==> src/rtl/ones_cnt_pkg.sv <==
package ones_cnt_pkg;
    typedef enum logic {
        MODE_LOAD  = 1'b0,
        MODE_SHIFT = 1'b1
    } step_mode_e;
endpackage

==> src/rtl/nibble_loader.sv <==
module nibble_loader
    import ones_cnt_pkg::*;
#(
    parameter int GRP_W = 4
) (
    input  logic             clk,
    input  logic             rst,
    input  logic             step,
    input  logic             mode,
    input  logic [GRP_W-1:0] par_in,
    output logic [GRP_W-1:0] bits,
    output logic             out_bit
);
    typedef struct packed {
        logic [GRP_W-1:0] sh;
    } ld_state_t;

    ld_state_t st_d, st_q;

    always_comb begin
        st_d = st_q;
        if (step) begin
            if (step_mode_e'(mode) == MODE_LOAD) begin
                st_d.sh = par_in;
            end else begin
                st_d.sh = {1'b0, st_q.sh[GRP_W-1:1]};
            end
        end
        if (rst) begin
            st_d.sh = '0;
        end
    end

    always_ff @(posedge clk) begin
        st_q <= st_d;
    end

    assign bits    = st_q.sh;
    assign out_bit = st_q.sh[0];

    assert_reset_clear_R1: assert property (@(posedge clk)
        rst |=> (bits == '0));
    assert_load_copy_R2: assert property (@(posedge clk) disable iff (rst)
        (step && !mode) |=> (bits == $past(par_in)));
    assert_shift_fill_R3: assert property (@(posedge clk) disable iff (rst)
        (step && mode) |=> (bits == ($past(bits) >> 1)));
    assert_idle_hold_R5: assert property (@(posedge clk) disable iff (rst)
        !step |=> $stable(bits));
endmodule

==> src/rtl/ones_accum.sv <==
module ones_accum #(
    parameter int SUM_W = 4
) (
    input  logic             clk,
    input  logic             rst,
    input  logic             add_en,
    input  logic             bit_in,
    output logic [SUM_W-1:0] sum
);
    typedef struct packed {
        logic [SUM_W-1:0] acc;
    } acc_state_t;

    acc_state_t st_d, st_q;

    always_comb begin
        st_d = st_q;
        if (add_en) begin
            st_d.acc = st_q.acc + SUM_W'(bit_in);
        end
        if (rst) begin
            st_d.acc = '0;
        end
    end

    always_ff @(posedge clk) begin
        st_q <= st_d;
    end

    assign sum = st_q.acc;

    assert_sum_clear_R1: assert property (@(posedge clk)
        rst |=> (sum == '0));
    assert_add_bit_R4: assert property (@(posedge clk) disable iff (rst)
        add_en |=> (sum == $past(sum) + SUM_W'($past(bit_in))));
    assert_sum_hold_R5: assert property (@(posedge clk) disable iff (rst)
        !add_en |=> $stable(sum));
endmodule

==> src/rtl/serial_ones_counter.sv <==
module serial_ones_counter
    import ones_cnt_pkg::*;
#(
    parameter int GRP_W = 4,
    parameter int SUM_W = 4
) (
    input  logic             clk,
    input  logic             rst,
    input  logic             step,
    input  logic             mode,
    input  logic [GRP_W-1:0] par_in,
    output logic [SUM_W-1:0] count,
    output logic             ser_bit,
    output logic [GRP_W-1:0] shreg
);
    logic add_en;

    assign add_en = step && (step_mode_e'(mode) == MODE_SHIFT);

    nibble_loader #(.GRP_W(GRP_W)) u_loader (
        .clk     (clk),
        .rst     (rst),
        .step    (step),
        .mode    (mode),
        .par_in  (par_in),
        .bits    (shreg),
        .out_bit (ser_bit)
    );

    ones_accum #(.SUM_W(SUM_W)) u_accum (
        .clk    (clk),
        .rst    (rst),
        .add_en (add_en),
        .bit_in (ser_bit),
        .sum    (count)
    );

    assert_load_keeps_count_R2: assert property (@(posedge clk) disable iff (rst)
        (step && !mode) |=> $stable(count));
    assert_serial_tap_R3: assert property (@(posedge clk)
        ser_bit == shreg[0]);
endmodule

==> config.mk <==
export PLATFORM = sky130hd
export DESIGN_NAME = serial_ones_counter
export DESIGN_NICKNAME = d
export VERILOG_FILES = /design/src/rtl/ones_cnt_pkg.sv /design/src/rtl/nibble_loader.sv /design/src/rtl/ones_accum.sv /design/src/rtl/serial_ones_counter.sv
export SDC_FILE = /design/constraint.sdc
export NUM_CORES = 1
export LEC_CHECK = 0
export ABC_AREA = 1
export CAP_MARGIN = 20
export CORE_AREA = 3 3 40 42
export CTS_CLUSTER_SIZE = 24
export DETAILED_ROUTE_END_ITERATION = 8
export DIE_AREA = 0 0 43 45
export PLACE_DENSITY = 0.63
export REMOVE_ABC_BUFFERS = 1
export SLEW_MARGIN = 20
export SYNTH_ARGS = -nofsm -noshare
export SYNTH_HDL_FRONTEND = slang
export SYNTH_HIERARCHICAL = 1
export SYNTH_SLANG_ARGS = --single-unit
==> constraint.sdc <==
create_clock -name clk -period 1 [get_ports clk]
set_input_delay 0.1 -clock clk [delete_from_list [all_inputs] [get_ports clk]]
set_output_delay 0.1 -clock clk [all_outputs]
set_load 0.01 [all_outputs]
### Word-level counts from Yosys, hierarchy flattened

Cells that the tools add are included.
W data, S select, Z words.

| word-level totals | value |
|---|---|
| register bits | 8 |
| latch bits | 0 |
| bits in writable memories | 0 |
| bits in read-only memories | 0 |
| input bits | 8 |
| output and inout port bits | 9 |
| memories kept | 0 |

| operators by class | value |
|---|---|
| add/sub/neg operators | 1 |
| multipliers | 0 |
| divide/modulo/power cells | 0 |
| magnitude comparators | 0 |
| equal/unequal tests | 0 |
| shift-type cells | 0 |
| mux-type cells | 1 |
| bitwise logic cells | 0 |
| reductions and logical operators | 1 |

Operators with widths:

| kind | count |
|---|---|
| $add A4 B1 Y4 | 1 |
| $mux W4 | 1 |
| $logic_and A1 B1 Y1 | 1 |

### Depth between registers and ports, before layout

Gate-level depths: netlist of the first run.

| depth | value |
|---|---|
| depth after elaboration | 1 |
| mapped depth | 7 |
| depth with buffers taken out | 7 |

### Modules after synthesis

Netlist of the first run, hierarchy kept.

Modules (own cells, without submodules):

| module | instances | cells each | area each (sq um) | seq. area each (sq um) |
|---|---|---|---|---|
| nibble_loader | 1 | 31 | 201.4 | 80.1 |
| ones_accum | 1 | 25 | 186.4 | 80.1 |
| serial_ones_counter | 1 | 2 | 7.5 | 0.0 |

### Worst setup path after synthesis of the first run

Ideal clock, no wire load.

| path | value |
|---|---|
| path type | register to register |
| from | reg u_loader.st_q, in the netlist u_loader/bits[0] |
| to | reg u_accum.st_q, in the netlist u_accum/sum[1] |
| setup time | 0.116 ns |
| arrival | 0.967 ns |
| data required time | 0.884 ns |
| slack | -0.083 ns |
| stages on the path, launching flop included | 5 |
| cells stage by stage | dfxtp_1 -> ha_1 -> ha_1 -> nor2_1 -> nor2_1 |

| between the ends | value |
|---|---|
| cells in the longest elaborated chain, start to end | 1 |

RTL lines:

| item | RTL line | source |
|---|---|---|
| start: declaration | nibble_loader.sv:18 | `ld_state_t st_d, st_q;` |
| start signal: assignment | nibble_loader.sv:35 | `st_q <= st_d;` |
| $add A4 B1 Y4 | ones_accum.sv:19 | `st_d.acc = st_q.acc + SUM_W'(bit_in);` |
| end signal: assignment | ones_accum.sv:27 | `st_q <= st_d;` |
| end: declaration | ones_accum.sv:14 | `acc_state_t st_d, st_q;` |

No other way between the ends.
A chain may end at the register's enable or synchronous reset.

### Worst setup path in the final report of the first run

Ends and elaborated chain as after synthesis.

==> results of run 1 <==
==> Yosys cell counts, drive strengths merged <==
library cell | instances | area, µm²
a21oi | 2 | 10.01
buf | 2 | 18.77
dfxtp | 8 | 160.2
ha | 2 | 25.02
inv | 7 | 26.27
nand2 | 16 | 62.56
nand3 | 4 | 20.02
nor2 | 14 | 55.06
o21ai | 2 | 10.01
o21bai | 1 | 7.510
==> kinds of logic (layout without fill, tap and decap cells) <==
family / after synthesis / count (layout) / synth area share (%)
AO/OA/AOI/OAI: 5 / 5 / 6.963
flip-flops: 8 / 8 / 40.51
buffers and inverters: 9 / 32 / 11.39
adder cells (fa/ha/maj): 2 / 2 / 6.328
AND/OR/NAND/NOR: 34 / 34 / 34.81
==> flip-flops by register name, summed over array words and instances (netlist names) <==
name	cells
u_loader/bits	4
u_accum/sum	4
==> metrics by stage <==
stage | instances | setup WS (ps) | hold slack (ps) | total power (W)
after global placement | 93 | -172.6 | 492.6 | 0.0005078
after global routing | 96 | -15.06 | 411.4 | 0.0007860
after CTS | 96 | 3.215 | 407.2 | 0.0007493
final | 96 | 15.69 | 417.7 | 0.0007293
after detailed placement | 93 | -201.6 | 499.0 | 0.0005071
after floorplan | 56 | -134.3 | 188.5 | 0.0004099
==> layout make-up <==
| type | instances | area, µm² | share of cell area (%) |
|---|---|---|---|
| Sequential cell | 8 | 167.7 | 26.02 |
| Tap cell | 15 | 18.77 | 2.913 |
| Inverter | 7 | 26.28 | 4.078 |
| Clock buffer | 3 | 22.52 | 3.495 |
| Timing Repair Buffer | 22 | 201.4 | 31.26 |
| Multi-Input combinational cell | 41 | 207.7 | 32.23 |
==> per-layer routing <==
metal / share of wire (%) / vias to the layer above / GRT usage [%] / wire (µm)
met5: 0 / - / 0 / 0
met4: 0 / 0 / 7.229 / 0
met3: 9.6 / 0 / 5.578 / 73
met2: 43 / 15 / 12.28 / 328
met1: 47 / 162 / 10.31 / 359
li1: - / 223 / - / -
==> repair_timing <==
item | 4_1_cts | 5_1_grt
pin swaps | 3 | 0
gates resized for setup | 17 | 7
setup endpoints to repair | 11 | 8
==> power by group through the flow <==
stage	Combinational [W]	Sequential [W]	Clock, W
2_1_floorplan	0.0000464	0.000363	0
3_3_place_gp	0.000154	0.000354	0
3_5_place_dp	0.000153	0.000354	0
4_1_cts	0.000145	0.000350	0.000255
5_1_grt	0.000164	0.000351	0.000271
6_report	0.000147	0.000348	0.000234
==> critical path, cell delays in order, from the launching register on <==
cell and delay (ps):
dfxtp_4 350, ha_4 160, ha_2 250, nor2_2 80
nor2_1 40
==> path summary, 6_finish.rpt <==
kind,startpoint,to,slack (ps),depth (start not counted)
worst max-delay path,u_loader/bits[0],u_accum/sum[1],20,4
worst min register to register,u_accum/sum[3],u_accum/sum[3],500,2
worst max register to register,u_loader/bits[0],u_accum/sum[1],20,4
worst min-delay path,par_in[3],u_loader/bits[3],420,3
==> flow_summary.toml, run 1 <==
[cts]
clockRootBuffer = "clkbuf_4"
cts_tree = "done"
htreeDepth = 1
cts.sinks = 8
clk_latency_ps = 240
numCtsBuffers = 3
postCtsSetupBuffers = 0
cts.hold.buffers_added = 0
path_clk_slew_ps = 50
clock_path_buffers = 2

[cells_and_area]
final_common_cell = "nand2_1"
nFillCells = 133
fin_nets = 93
synthToLayoutAreaGrowth_pct = 62.97
post-route-util_pct = 50.15
drive_gt1_share_pct = 22.22
final_cell_mix = "nand2_1 (15), nor2_1 (12), clkdlybuf4s50_1 (7)"
stdcell_area_um2 = 644.4
diodes = 0

[drt]
drt_iter0_drc = 6
num_vias = 400
routed_wl_um = 762
ant_nets = 0
drc_errors = 0
firstDrtPassIters = 3
via_per_inst = 4.167
wl_per_cell_um = 7.938

[global_route]
antenna_found_initial = 0
grt_overflow = 0
grt_max_degree = 9
grt_pass1_vias = 335
grt_use_total_pct = 9.144
grt_first_pass_wirelength_mm = 1.262

[worst_setup_path]
crit_type = "flop to flop"
cp.arrival_ps = 1120
end_kind = "flop"
cp_data_required_time_ps = 1140
worstPathMaxFanout = 4
critPathLaunchType = "flop"

[power_and_ir_drop]
p_leak_nw = 0.3164
p_int_w = 0.0005551
seq_power_share_pct = 47.8
p_per_area_nw_per_um2 = 1132
ir_drop_mv = 0.4936
p_sw_w = 0.0001742
pwr-share-clk_pct = 32.1
pwr-share-comb_pct = 20.2
sw_frac_of_total_pct = 23.89

[run_status]
status = "completed"

[yosys]
synthCells = 58
yosys_register_bits = 8
yosysUniqueCellTypes = 14
ys_seq_area_share_pct = 40.51
synthesis.area_um2 = 395.4
yosysWarnings = 6
synth_area_per_cell_um2 = 6.817

[sta]
finalSetupTns_ps = 0
slew_viol_final = 0
timing.fmax_mhz = 1016
setup_viol = 0
slew_headroom_pct = 88.10
clock_skew_ps = 0.4065
hold_viol = 0
rsz0062_at_grt = "true"
period_needed_ps = 984.3
period_share_pct = 98.43
worst_pin_slew_ps = 178.0

[die]
start_util_pct = 30.77
fp.dieH_um = 45
row_count = 13
die_w_um = 43
core_um2 = 1285
ios = 17
die-area_um2 = 1935

[place]
dp_hpwl_um = 622.6
port-buffer-count = 16
placed_area_um2 = 600.6
place.gp.congestion = 0.6384

[worst_hold_path]
worstHoldPathType = "input pin to flop"

[run]
cap_violations = 0
(Power assumes the default switching activity.)
==> inputs of run 2 (changes only) <==
--- a/config.mk
+++ b/config.mk
@@ -7,10 +7,11 @@
 export LEC_CHECK = 0
 export ABC_AREA = 1
 export CAP_MARGIN = 20
-export CORE_AREA = 3 3 40 42
+export CORE_MARGIN = 3
+export CORE_UTILIZATION = 30
 export CTS_CLUSTER_SIZE = 24
 export DETAILED_ROUTE_END_ITERATION = 8
-export DIE_AREA = 0 0 43 45
+export GPL_TIMING_DRIVEN = 1
 export PLACE_DENSITY = 0.63
 export REMOVE_ABC_BUFFERS = 1
 export SLEW_MARGIN = 20
==> flow_summary.toml, run 2 (synthesized netlist as in run 1, its figures left out) <==
[run_status]
status = "completed"

[die]
row_count = 12
core_um2 = 1171
start_util_pct = 33.76
ios = 17
fp.dieH_um = 42.31
die_w_um = 42.31
die-area_um2 = 1790

[sta]
hold_viol = 0
fin_hold_ws_ps = 416.1
period_share_pct = 97.93
timing.fmax_mhz = 1021
slew_viol_final = 0
worst_pin_slew_ps = 182.8
rsz0062_at_grt = "true"
setup_viol = 0
period_needed_ps = 979.3
slew_headroom_pct = 87.77
clock_skew_ps = 6.351

[drt]
firstDrtPassIters = 4
num_vias = 417
routed_wl_um = 888
drt_iter0_drc = 10
via_per_inst = 4.299
ant_nets = 0
drc_errors = 0
wl_per_cell_um = 9.155

[cts]
cts_tree = "done"
clk_latency_ps = 250
htreeDepth = 1
cts.hold.buffers_added = 0
numCtsBuffers = 3
cts.sinks = 8
clockRootBuffer = "clkbuf_4"
postCtsSetupBuffers = 0
path_clk_slew_ps = 50
clock_path_buffers = 2

[worst_setup_path]
path_cells = "dlygate4sd2_1"
end_kind = "output pin"
critical_path_depth = 1
crit_type = "flop to output pin"
critPathLaunchType = "flop"
crit_slowest_cell = "dfxtp_4"
critical_path_buf_inv_count = 1
worstPathMaxFanout = 4
reg2regPathDepth = 7
cp.arrival_ps = 880
cp_data_required_time_ps = 900
cp_slowest_stage_delay_ps = 350
critPathTopFamily = "flip-flops"

[cells_and_area]
final_common_cell = "nand2_1"
fin_nets = 95
stdcell_area_um2 = 666.9
drive_gt1_share_pct = 22.89
synthToLayoutAreaGrowth_pct = 68.67
diodes = 0
final_cell_mix = "nand2_1 (15), nor2_1 (12), clkdlybuf4s50_1 (7), buf_4 (7)"

[place]
place.gp.congestion = 0.6858
port-buffer-count = 16
dp_hpwl_um = 683.2
placed_area_um2 = 614.3

[run]
cap_violations = 0

[global_route]
antenna_found_initial = 0
grt_pass1_vias = 344
grt_use_total_pct = 10.69
grt_max_degree = 9
grt_first_pass_wirelength_mm = 1.393
grt_overflow = 0

[power_and_ir_drop]
p_int_w = 0.0005608
sw_frac_of_total_pct = 24.63
p_leak_nw = 0.3353
pwr-share-clk_pct = 32.1
p_total_w = 0.0007442
pwr-share-comb_pct = 21.1
p_per_area_nw_per_um2 = 1116
seq_power_share_pct = 46.8
p_sw_w = 0.0001833
ir_drop_mv = 0.6193

[worst_hold_path]
hold_path_depth = 3
worstHoldPathType = "input pin to flop"
run 2: cell count changes in the layout (fill, tap and decap cells not counted):
cell	delta
clkdlybuf4s15_1	-2
dlygate4sd2_1	+2
buf_4	+1
buf_6	+1
dfxtp_2	+1
dfxtp_4	-1
ha_2	-1
ha_4	+1
inv_1	+1
inv_2	-1
run 2: power by group through the flow:
stage	sequential [W]	combinational (W)	clock [W]
3_5_place_dp	0.000353	0.000160	0
3_3_place_gp	0.000352	0.000159	0
2_1_floorplan	0.000363	0.0000464	0
4_1_cts	0.000348	0.000154	0.000258
6_report	0.000348	0.000157	0.000239
5_1_grt	0.000350	0.000174	0.000290
run 2: repair_timing:
item | 4_1_cts | 5_1_grt
gates resized for setup | 16 | 5
setup endpoints to repair | 12 | 8
pin swaps | 2 | 0
gates cloned | 0 | 0
run 2: worst paths after layout:
kind	start	end	slack [ps]
worst max-delay path	u_loader/bits[0]	ser_bit	20
worst max register to register	u_loader/bits[0]	u_accum/sum[3]	40
worst min register to register	u_accum/sum[3]	u_accum/sum[3]	500
worst min-delay path	par_in[3]	u_loader/bits[3]	420
run 2: through the flow:
stage | util (%) | std cells | setup TNS, ps | setup WS, ps
floorplan | - | 56 | -265.8 | -134.3
finish | 56.94 | 97 | 0 | 20.69
global placement | 52.46 | 94 | -809.2 | -154.9
CTS | 56.09 | 97 | 0 | 3.030
global route | 56.94 | 97 | -107.2 | -45.80
detailed placement | 52.46 | 94 | -852.8 | -177.9
run 2: layout make-up:
class	instances	area (µm²)
Fill cell	126	504.2
Multi-Input combinational cell	41	217.7
Timing Repair Buffer	24	217.7
Sequential cell	8	165.2
Inverter	7	26.28
Clock buffer	3	22.52
Tap cell	14	17.52
run 2: routing by layer:
layer / GRT usage [%] / vias up / share of wire [%]
met2: 14.29 / 11 / 45
met4: 7.453 / 0 / 1.6
met3: 5.150 / 2 / 4.7
met1: 13.14 / 173 / 48
met5: 0 / - / 0
li1: - / 231 / -
